File: src/rtl/opread_pkg.sv
package opread_pkg;

  typedef enum logic [1:0] {
    SRC_REGFILE = 2'd0,
    SRC_ZERO    = 2'd1,
    SRC_IMM     = 2'd2
  } src_kind_e;

  // Where operand idx comes from, given the qualifiers sampled with issue.
  function automatic src_kind_e src_kind(input int idx, input logic zero_q, input logic imm_q);
    if (idx == 0 && zero_q) return SRC_ZERO;
    if (idx == 1 && imm_q)  return SRC_IMM;
    return SRC_REGFILE;
  endfunction

endpackage

File: src/rtl/opread_slot.sv
module opread_slot
  import opread_pkg::*;
#(
  parameter int DATA_W = 64
) (
  input  logic              clk,
  input  logic              rst,
  input  logic              issue_i,
  input  src_kind_e         kind_i,
  input  logic              go_i,
  input  logic [DATA_W-1:0] src_i,
  input  logic [DATA_W-1:0] imm_i,
  output logic              req_o,
  output logic              done_o,
  output logic [DATA_W-1:0] data_o,
  output logic              capture_o,
  output logic              stray_go_o
);

  logic              pend_q, done_q;
  logic [DATA_W-1:0] data_q;
  logic [DATA_W-1:0] fill_val;

  always_comb begin
    case (kind_i)
      SRC_IMM:  fill_val = imm_i;
      default:  fill_val = '0;
    endcase
  end

  // Named events for the checker
  assign capture_o  = go_i & pend_q & ~issue_i;
  assign stray_go_o = go_i & ~pend_q;

  always_ff @(posedge clk) begin
    if (rst) begin
      pend_q <= 1'b0;
      done_q <= 1'b0;
      data_q <= '0;
    end else if (issue_i) begin
      pend_q <= (kind_i == SRC_REGFILE);
      done_q <= (kind_i != SRC_REGFILE);
      data_q <= fill_val;
    end else if (capture_o) begin
      pend_q <= 1'b0;
      done_q <= 1'b1;
      data_q <= src_i;
    end
  end

  assign req_o  = pend_q;
  assign done_o = done_q;
  assign data_o = data_q;

endmodule

File: src/rtl/opread_ready.sv
module opread_ready #(
  parameter int NUM_OPS = 2
) (
  input  logic [NUM_OPS-1:0] done_i,
  output logic               all_ready_o
);
  assign all_ready_o = &done_i;
endmodule

File: src/rtl/opread_ctrl.sv
module opread_ctrl
  import opread_pkg::*;
#(
  parameter int NUM_OPS = 2,
  parameter int DATA_W  = 64
) (
  input  logic                      clk,
  input  logic                      rst,
  input  logic                      issue_i,
  input  logic                      zero_op_i,
  input  logic                      imm_valid_i,
  input  logic [DATA_W-1:0]         imm_data_i,
  input  logic [NUM_OPS-1:0]        go_i,
  input  logic [NUM_OPS*DATA_W-1:0] src_data_i,
  output logic [NUM_OPS-1:0]        req_o,
  output logic [NUM_OPS*DATA_W-1:0] opnd_o,
  output logic                      all_ready_o
);

  localparam int BUS_W = NUM_OPS * DATA_W;

  logic [NUM_OPS-1:0] done_vec;
  logic [NUM_OPS-1:0] capture_vec;
  logic [NUM_OPS-1:0] stray_vec;
  logic [BUS_W-1:0]   opnd_bus;

  for (genvar k = 0; k < NUM_OPS; k++) begin : g_slot
    src_kind_e kind;
    assign kind = src_kind(k, zero_op_i, imm_valid_i);

    opread_slot #(.DATA_W(DATA_W)) slot_i (
      .clk        (clk),
      .rst        (rst),
      .issue_i    (issue_i),
      .kind_i     (kind),
      .go_i       (go_i[k]),
      .src_i      (src_data_i[k*DATA_W +: DATA_W]),
      .imm_i      (imm_data_i),
      .req_o      (req_o[k]),
      .done_o     (done_vec[k]),
      .data_o     (opnd_bus[k*DATA_W +: DATA_W]),
      .capture_o  (capture_vec[k]),
      .stray_go_o (stray_vec[k])
    );
  end

  opread_ready #(.NUM_OPS(NUM_OPS)) ready_i (
    .done_i      (done_vec),
    .all_ready_o (all_ready_o)
  );

  assign opnd_o = opnd_bus;

endmodule

File: config.mk
export PLATFORM = sky130hd
export DESIGN_NAME = opread_ctrl
export DESIGN_NICKNAME = d
export VERILOG_FILES = /design/src/rtl/opread_pkg.sv /design/src/rtl/opread_slot.sv /design/src/rtl/opread_ready.sv /design/src/rtl/opread_ctrl.sv
export SDC_FILE = /design/constraint.sdc
export NUM_CORES = 1
export LEC_CHECK = 0
export ABC_AREA = 1
export BUFFER_PORTS_ARGS = -buffer_cell sky130_fd_sc_hd__buf_2
export CAP_MARGIN = 25
export CORE_AREA = 5 5 133 135
export DETAILED_ROUTE_END_ITERATION = 8
export DIE_AREA = 0 0 138 140
export PLACE_DENSITY = 0.69
export SLEW_MARGIN = 10
export SYNTH_ARGS = -nofsm -noshare
export SYNTH_HDL_FRONTEND = slang
export SYNTH_SLANG_ARGS = --single-unit
File: constraint.sdc
create_clock -name clk -period 2.95 [get_ports clk]
set_input_delay 0.295 -clock clk [delete_from_list [all_inputs] [get_ports clk]]
set_output_delay 0.295 -clock clk [all_outputs]
set_load 0.01 [all_outputs]
Word level (Yosys, flattened, before mapping)
Cells that the tools add are included.
Cells by class
  eq/ne operators: 2
  mux-type cells: 20
  bitwise operators: 5
  reductions and logical operators: 7
Operator list (number)
  $mux W64: 6
  $mux W1: 10
  $mux W2: 4
  $reduce_bool A2 Y1: 4
  $and A1 B1 Y1: 4
  $eq A2 B2 Y1 const B: 2
  $logic_not A2 Y1: 2
  $reduce_and A2 Y1: 1
  $not A1 Y1: 1
Word-level totals
  flip-flop bits (word level): 132
  output and inout port bits: 131

Logic depth before layout (Yosys ltp)
Gate-level depths: netlist of run 1.
  depth in word-level cells: 5
  mapped depth: 7
  mapped depth without buffers: 5

Modules after synthesis
Synthesis of run 1 repeated with hierarchy kept, for this count alone.
Unflattened totals
  cell total of the unflattened synthesis: 1285
  area, all modules: 7553.5 um^2
Modules (own cells, without submodules)
  opread_slot: instances 2, cells each 641, area an instance 3771.1 um^2
  opread_ready: instances 1, cells each 2, area an instance 7.5 um^2
  opread_ctrl: instances 1, cells each 1, area an instance 3.8 um^2

Least setup slack after synthesis of run 1
OpenSTA, ideal clock, no wires.
  kind: reg2reg
  start: register g_slot[0].slot_i.pend_q
  end: register g_slot[0].slot_i.data_q[0]
  setup time: 0.116 ns
  data arrival time: 0.949 ns
  slack: 1.885 ns
  stages on the path, launching flop included: 6
  clock period less this slack: 1.065 ns
  cells stage by stage: dfxtp_1 nand2_1 buf_2 buf_4 o21ai_0 nor2_1
Between the ends
  cells in the longest elaborated chain, start to end: 3
Ends and longest elaborated chain
  start, declared: RTL line opread_slot.sv:20  | logic pend_q, done_q;
  start signal, assigned: RTL line opread_slot.sv:41  | pend_q <= (kind_i == SRC_REGFILE);
  $and A1 B1 Y1 (2 in series): RTL line opread_slot.sv:32  | assign capture_o = go_i & pend_q & ~issue_i;
  $reduce_bool A2 Y1 (no line)
  end signal, assigned: RTL line opread_slot.sv:43  | data_q <= fill_val;
  end signal, assigned: RTL line opread_slot.sv:47  | data_q <= src_i;
  end, declared: RTL line opread_slot.sv:21  | logic [DATA_W-1:0] data_q;
Every way passes these cells.
A chain may end at the register's enable or synchronous reset.

Worst setup path in the final report of run 1
  start: register g_slot[0].slot_i.pend_q
  end: register g_slot[0].slot_i.data_q[24]
Same word-level chain as after synthesis.

==> qor.txt, run 1 <==
=================================================================================
Lkg Pwr                                                                0.00438 uW
Synth Flop Type                                                           dfxtp_1
Worst Path Arrival                                                        2.15 ns
Area grow syn2layout                                                        34.0%
Largest clock skew in the final design                                 0.00935 ns
Antenna violation net count after detailed routing                              0
Share of post-route cells with drive strength above 1                       32.3%
Final TNS setup                                                              0 ns
Post-synthesis sequential area ratio                                        43.2%
Biggest area consumer among synthesized cells                             dfxtp_1
First-pass GRT wire length                                               30800 um
Port-buffer cells                                                             329
Antenna violations before repair                                                1
Share of synthesized registers carrying an async set or reset                  0%
Total number of yosys warnings                                                  0
Synthesized net count                                                        1069
Met3 global-route usage                                                     7.19%
Largest net degree at the start of global routing                              94
CP max stage cell                                                         dfxtp_1
Type of element capturing the critical path                             flip-flop
Maximum VDD drop                                                           385 uV
Inserted Clock Buffers                                                         17
Mean number of vias per cell                                                 4.70
Sort of element at the start of the critical path                       flip-flop
Measured slew at the worst slew-check pin                                0.951 ns
Area fraction of the dominant cell type after synthesis                     43.2%
Critical path cell sequence                                          nand2_2, inv_2, o21ai_0, nor2_1
Fmax achieved                                                           0.555 GHz
Count of distinct cell types in the synthesized netlist                        20
Biggest cell delay along the critical path                                0.67 ns
Class of the tightest hold or removal check                                in2reg
Relative max-transition margin                                              36.5%
FP Rows                                                                        47
Cell types with the highest counts after synthesis                   nor2_1, nand2_1, dfxtp_1, nand3_1, nand3b_1
Worst-case clock buffer depth                                                   2
Critical Setup Path Class                                                 reg2reg
Die X                                                                      138 um
Final count of pins violating max slew                                          0
Power per standard cell area                                          566 nW/um^2
Final GP Congestion                                                         0.879
Final clock period utilization by the worst path                            61.1%
Req. time, crit path                                                      3.29 ns
Kind of cell adding the most delay to the critical path                flip-flops
Syn Area/Cell                                                          7.03 sq um
Post-synthesis cell count                                                     870
WL/cell                                                                   14.2 um
Setup repair after global routing missed its margin                            no
Count of flip-flops with a built-in enable after synthesis                      0
Die outline area                                                      19300 sq um
GRT busiest layer                                                            met2
Clock transition at the registers of the reported paths                   0.06 ns
Setup slack after placement                                               1.06 ns
Violation count after the first detailed-route iteration                      290
Cell with the most instances after synthesis                               nor2_1
Global routing met1 resource utilization                                    23.5%
Cts hold-fix bufs                                                               0
# resized after CTS                                                             0
Global routing met2 resource utilization                                    31.7%
CTS tree                                                                    built
Root Buffer                                                             clkbuf_16
Global Route Usage Sum                                                      19.3%
Number of I/O pins                                                            330
Congestion Overflow GR                                                          0
H-tree depth                                                                    4
Flip-flop and latch count after synthesis                                     132
Run status                                                              completed
Main area contributors after synthesis                               dfxtp_1, nor2_1, nand2_1
Source-to-sink clock delay at the later pin of the worst-skew pair        0.41 ns
Setup violations, final                                                         0
Crit-path max FO                                                               54
Residual DRC count                                                              0
Pre-Repair DR Iteration Count                                                   5
Min setup slack post-route                                                1.15 ns
Buf/Inv on CP                                                                   1
Core Util, Final                                                            50.2%
Vias post-DR                                                                 6524
Total of fill cells in the finished design                                   1723
Tmin final                                                                1.80 ns
Post-detail-place hpwl                                                   14100 um
Starting density of the core                                                37.4%
Vias in the first global route                                               6083
Max Cap Violations                                                              0
Height of the die                                                          140 um
Number of clock sinks seen by CTS                                             132
Post-CTS Setup Inserts                                                          0
Final number of hold-violating endpoints                                        0
Net count of the finished layout                                             1353
Wirelength, routed                                                       19700 um
Mapped cell area                                                       6120 sq um
Placeable core area                                                   16300 sq um
=================================================================================
-- kinds of logic after synthesis --
logic type | after synthesis | share of synthesized area, %
flip-flops | 132 | 43.2
AND/OR/NAND/NOR | 594 | 42.6
buffers and inverters | 79 | 8.91
AO/OA/AOI/OAI | 65 | 5.32
-- worst min-delay path: cells and delay by family --
family	cells	cell delay [ns]
and+or+nand+nor	2	0.11
buffers and inverters	1	0.07
-- power by group --
group          switching [uW]  internal [uW]  total (uW)
clock                     816           1250        2070
sequential               40.6           1870        1910
combinational             378            290         668
total                    1240           3410        4640
-- final cells by class --
type	instances	area, sq um	area share (%)
multi-input combinational	659	2940	35.8
sequential	132	2640	32.2
timing repair buffer	338	1740	21.2
clock buffer	17	425	5.19
tap	220	275	3.36
clock inverter	15	154	1.88
inverter	6	25.0	0.305
antenna	1	2.50	0.0305
-- cell usage in the layout (no fill, tap or decap), drive strengths merged, types with 2 or more instances in the layout --
master  count
a21oi      12
buf       338
bufinv      2
clkbuf     17
clkinv      8
dfxtp     132
inv        10
nand2     201
nand3      76
nand3b     64
nand4      11
nor2      239
o21ai      53
or2         2
-- through the flow --
step	instance area, sq um	std cells	hold slack, ns	power, uW
after floorplan	6120	870	0.364	2350
after global placement	7620	1355	0.459	2620
after detailed placement	7620	1355	0.471	2620
after CTS	8200	1387	0.0861	4710
after global routing	8200	1388	0.0912	4860
final	8200	1388	0.107	4640
-- state kept, by name, summed over array words and instances, names as in the netlist --
register and count:
g_slot.slot_i.data_o 128, g_slot.slot_i.req_o 2, g_slot.slot_i.done_o 2
-- layer usage --
metal	wire length (um)	part of all wire, %
met4	283	1.4
met3	1870	9.5
met5	0	0
met1	8110	41
met2	9460	48
-- path summary, 6_finish.rpt --
kind                         startpoint                           to  slack (ns)  cells after the start
max              g_slot[0].slot_i.req_o  g_slot[0].slot_i.data_o[24]        1.15                      4
min                       src_data_i[6]   g_slot[0].slot_i.data_o[6]        0.11                      3
max reg2reg      g_slot[0].slot_i.req_o  g_slot[0].slot_i.data_o[24]        1.15                      4
min reg2reg  g_slot[0].slot_i.data_o[8]   g_slot[0].slot_i.data_o[8]        0.48                      2
Power figures use the tool's default switching activity.
==> inputs of run 2 (changes only) <==
- clock period: 2.95 -> 1.89 ns (I/O delays scaled with it)
==> qor.txt, run 2 (synthesized netlist as in run 1, its figures left out) <==
=================================================================================
Worst Path Arrival                                                        1.75 ns   -0.40 ns
Final number of hold-violating endpoints                                        0   unchanged
FP Rows                                                                        47   unchanged
Final Total Pwr                                                           7540 uW   +62%
Final clock period utilization by the worst path                            74.3%   +13 points
Max reg flops                                                                 128   unchanged
H-tree depth                                                                    4   unchanged
Starting density of the core                                                37.4%   unchanged
Root Buffer                                                             clkbuf_16
Fmax achieved                                                           0.712 GHz   +28%
Global Route Usage Sum                                                      20.1%   +0.84 points
Largest net degree at the start of global routing                             156   +66%
Final GP Congestion                                                         0.848   -3.6%
Height of the die                                                          140 um   unchanged
Source-to-sink clock delay at the later pin of the worst-skew pair        0.41 ns   about the same
Net count of the finished layout                                             1382   +2.1%
Area occupied by multi-input gates                                     2940 sq um   unchanged
CTS tree                                                                    built
Wirelength, routed                                                       20500 um   +3.7%
Maximum VDD drop                                                           566 uV   +47%
Residual DRC count                                                              0   unchanged
Measured slew at the worst slew-check pin                                0.691 ns   -0.260 ns
Final TNS setup                                                              0 ns   unchanged
Highest-count cells in the layout ignoring fill and taps             buf_2, nor2_1, nand2_1
Class of the tightest hold or removal check                                in2reg
Lkg Pwr                                                                0.00453 uW   +3.5%
Sort of element at the start of the critical path                       flip-flop
Worst-case clock buffer depth                                                   2   unchanged
Core Util, Final                                                            52.4%   +2.3 points
Power per standard cell area                                          880 nW/um^2   +55%
Pre-Repair DR Iteration Count                                                   6   +1
Vias in the first global route                                               6303   +3.6%
Congestion Overflow GR                                                          0   unchanged
Setup violations, final                                                         0   unchanged
Run status                                                              completed
Share of post-route cells with drive strength above 1                       31.9%   -0.45 points
Count of inserted antenna diode cells                                           0   -1
Non-Filler Cell Area, Final                                            8570 sq um   +4.5%
# resized after CTS                                                             0   unchanged
Tmin final                                                                1.40 ns   -0.397 ns
Total of fill cells in the finished design                                   1620   -6.0%
Area after DPL                                                         7700 sq um   +1.1%
Clock transition at the registers of the reported paths                   0.06 ns   about the same
Seq. cell area                                                         2640 sq um   unchanged
Vias post-DR                                                                 6627   +1.6%
Port-buffer cells                                                             329   unchanged
Max Cap Violations                                                              0   unchanged
Critical Setup Path Class                                                 reg2reg
Mean number of vias per cell                                                 4.68   -0.43%
Placeable core area                                                   16300 sq um   unchanged
Relative max-transition margin                                              53.9%   +17 points
Final count of pins violating max slew                                          0   unchanged
Die X                                                                      138 um   unchanged
Violation count after the first detailed-route iteration                      284   -2.1%
Setup repair after global routing missed its margin                            no
Post-detail-place hpwl                                                   14400 um   +1.8%
Antenna violation net count after detailed routing                              0   unchanged
Number of clock sinks seen by CTS                                             132   unchanged
Largest clock skew in the final design                                 0.00444 ns   -0.00491 ns
WL/cell                                                                   14.4 um   +1.6%
Inserted Clock Buffers                                                         17   unchanged
Area grow syn2layout                                                        40.0%
Die outline area                                                      19300 sq um   unchanged
Req. time, crit path                                                      2.23 ns   -1.06 ns
Most common cell after layout, fill and taps aside                          buf_2
Antenna violations before repair                                                1   unchanged
Crit-path max FO                                                               40   -26%
Type of element capturing the critical path                             flip-flop
First-pass GRT wire length                                               32200 um   +4.4%
Number of I/O pins                                                            330   unchanged
=================================================================================
[run 2: power breakdown]
group / switching (uW) / internal, uW / total (uW)
registers: 58.9 / 2920 / 2980
logic: 606 / 500 / 1110
clock network: 1340 / 2120 / 3460
[run 2: area by class of cell]
cell class	instances	share of cell area [%]
Inverter	6	0.292
Clock inverter	15	2.26
Clock buffer	17	4.96
Timing Repair Buffer	367	24.2
Tap cell	220	3.21
Sequential cell	132	30.8
Multi-Input combinational cell	659	34.3
[run 2: worst paths after layout]
check / start / endpoint / slack (ns) / cells after the start
worst max-delay path: g_slot[1].slot_i.req_o / g_slot[1].slot_i.data_o[27] / 0.49 / 6
worst max register to register: g_slot[1].slot_i.req_o / g_slot[1].slot_i.data_o[27] / 0.49 / 6
worst min register to register: g_slot[0].slot_i.data_o[29] / g_slot[0].slot_i.data_o[29] / 0.48 / 2
worst min-delay path: src_data_i[2] / g_slot[0].slot_i.data_o[2] / 0.01 / 3
[run 2: per-layer routing]
layer  share of wire (%)  track usage [%]
met5               0.064                0
met2                  48             33.6
met3                 9.1             7.84
met4                 1.8             6.14
met1                  41             24.1
[run 2: repair_timing]
action                                 in CTS  in global routing
hold buffers                               25                  0
buffers inserted                            0                  0
endpoints found under the hold margin      25                  0
[run 2: worst max-delay path, cell delays in order, from the launching register on]
cell     delay [ns]
dfxtp_1        0.33
nand2_2        0.07
nand2_1        0.08
inv_2          0.38
buf_12         0.27
nor2_1         0.07
nor2_1         0.09
[run 2: stage by stage]
step	hold WS [ns]	worst slack, ns	instances
final	0.0145	0.485	1416
after detailed placement	0.417	0.338	1359
after floorplan	0.258	0.825	870
after global routing	0.00259	0.359	1416
after global placement	0.409	0.269	1358
after CTS	0.00199	0.471	1416
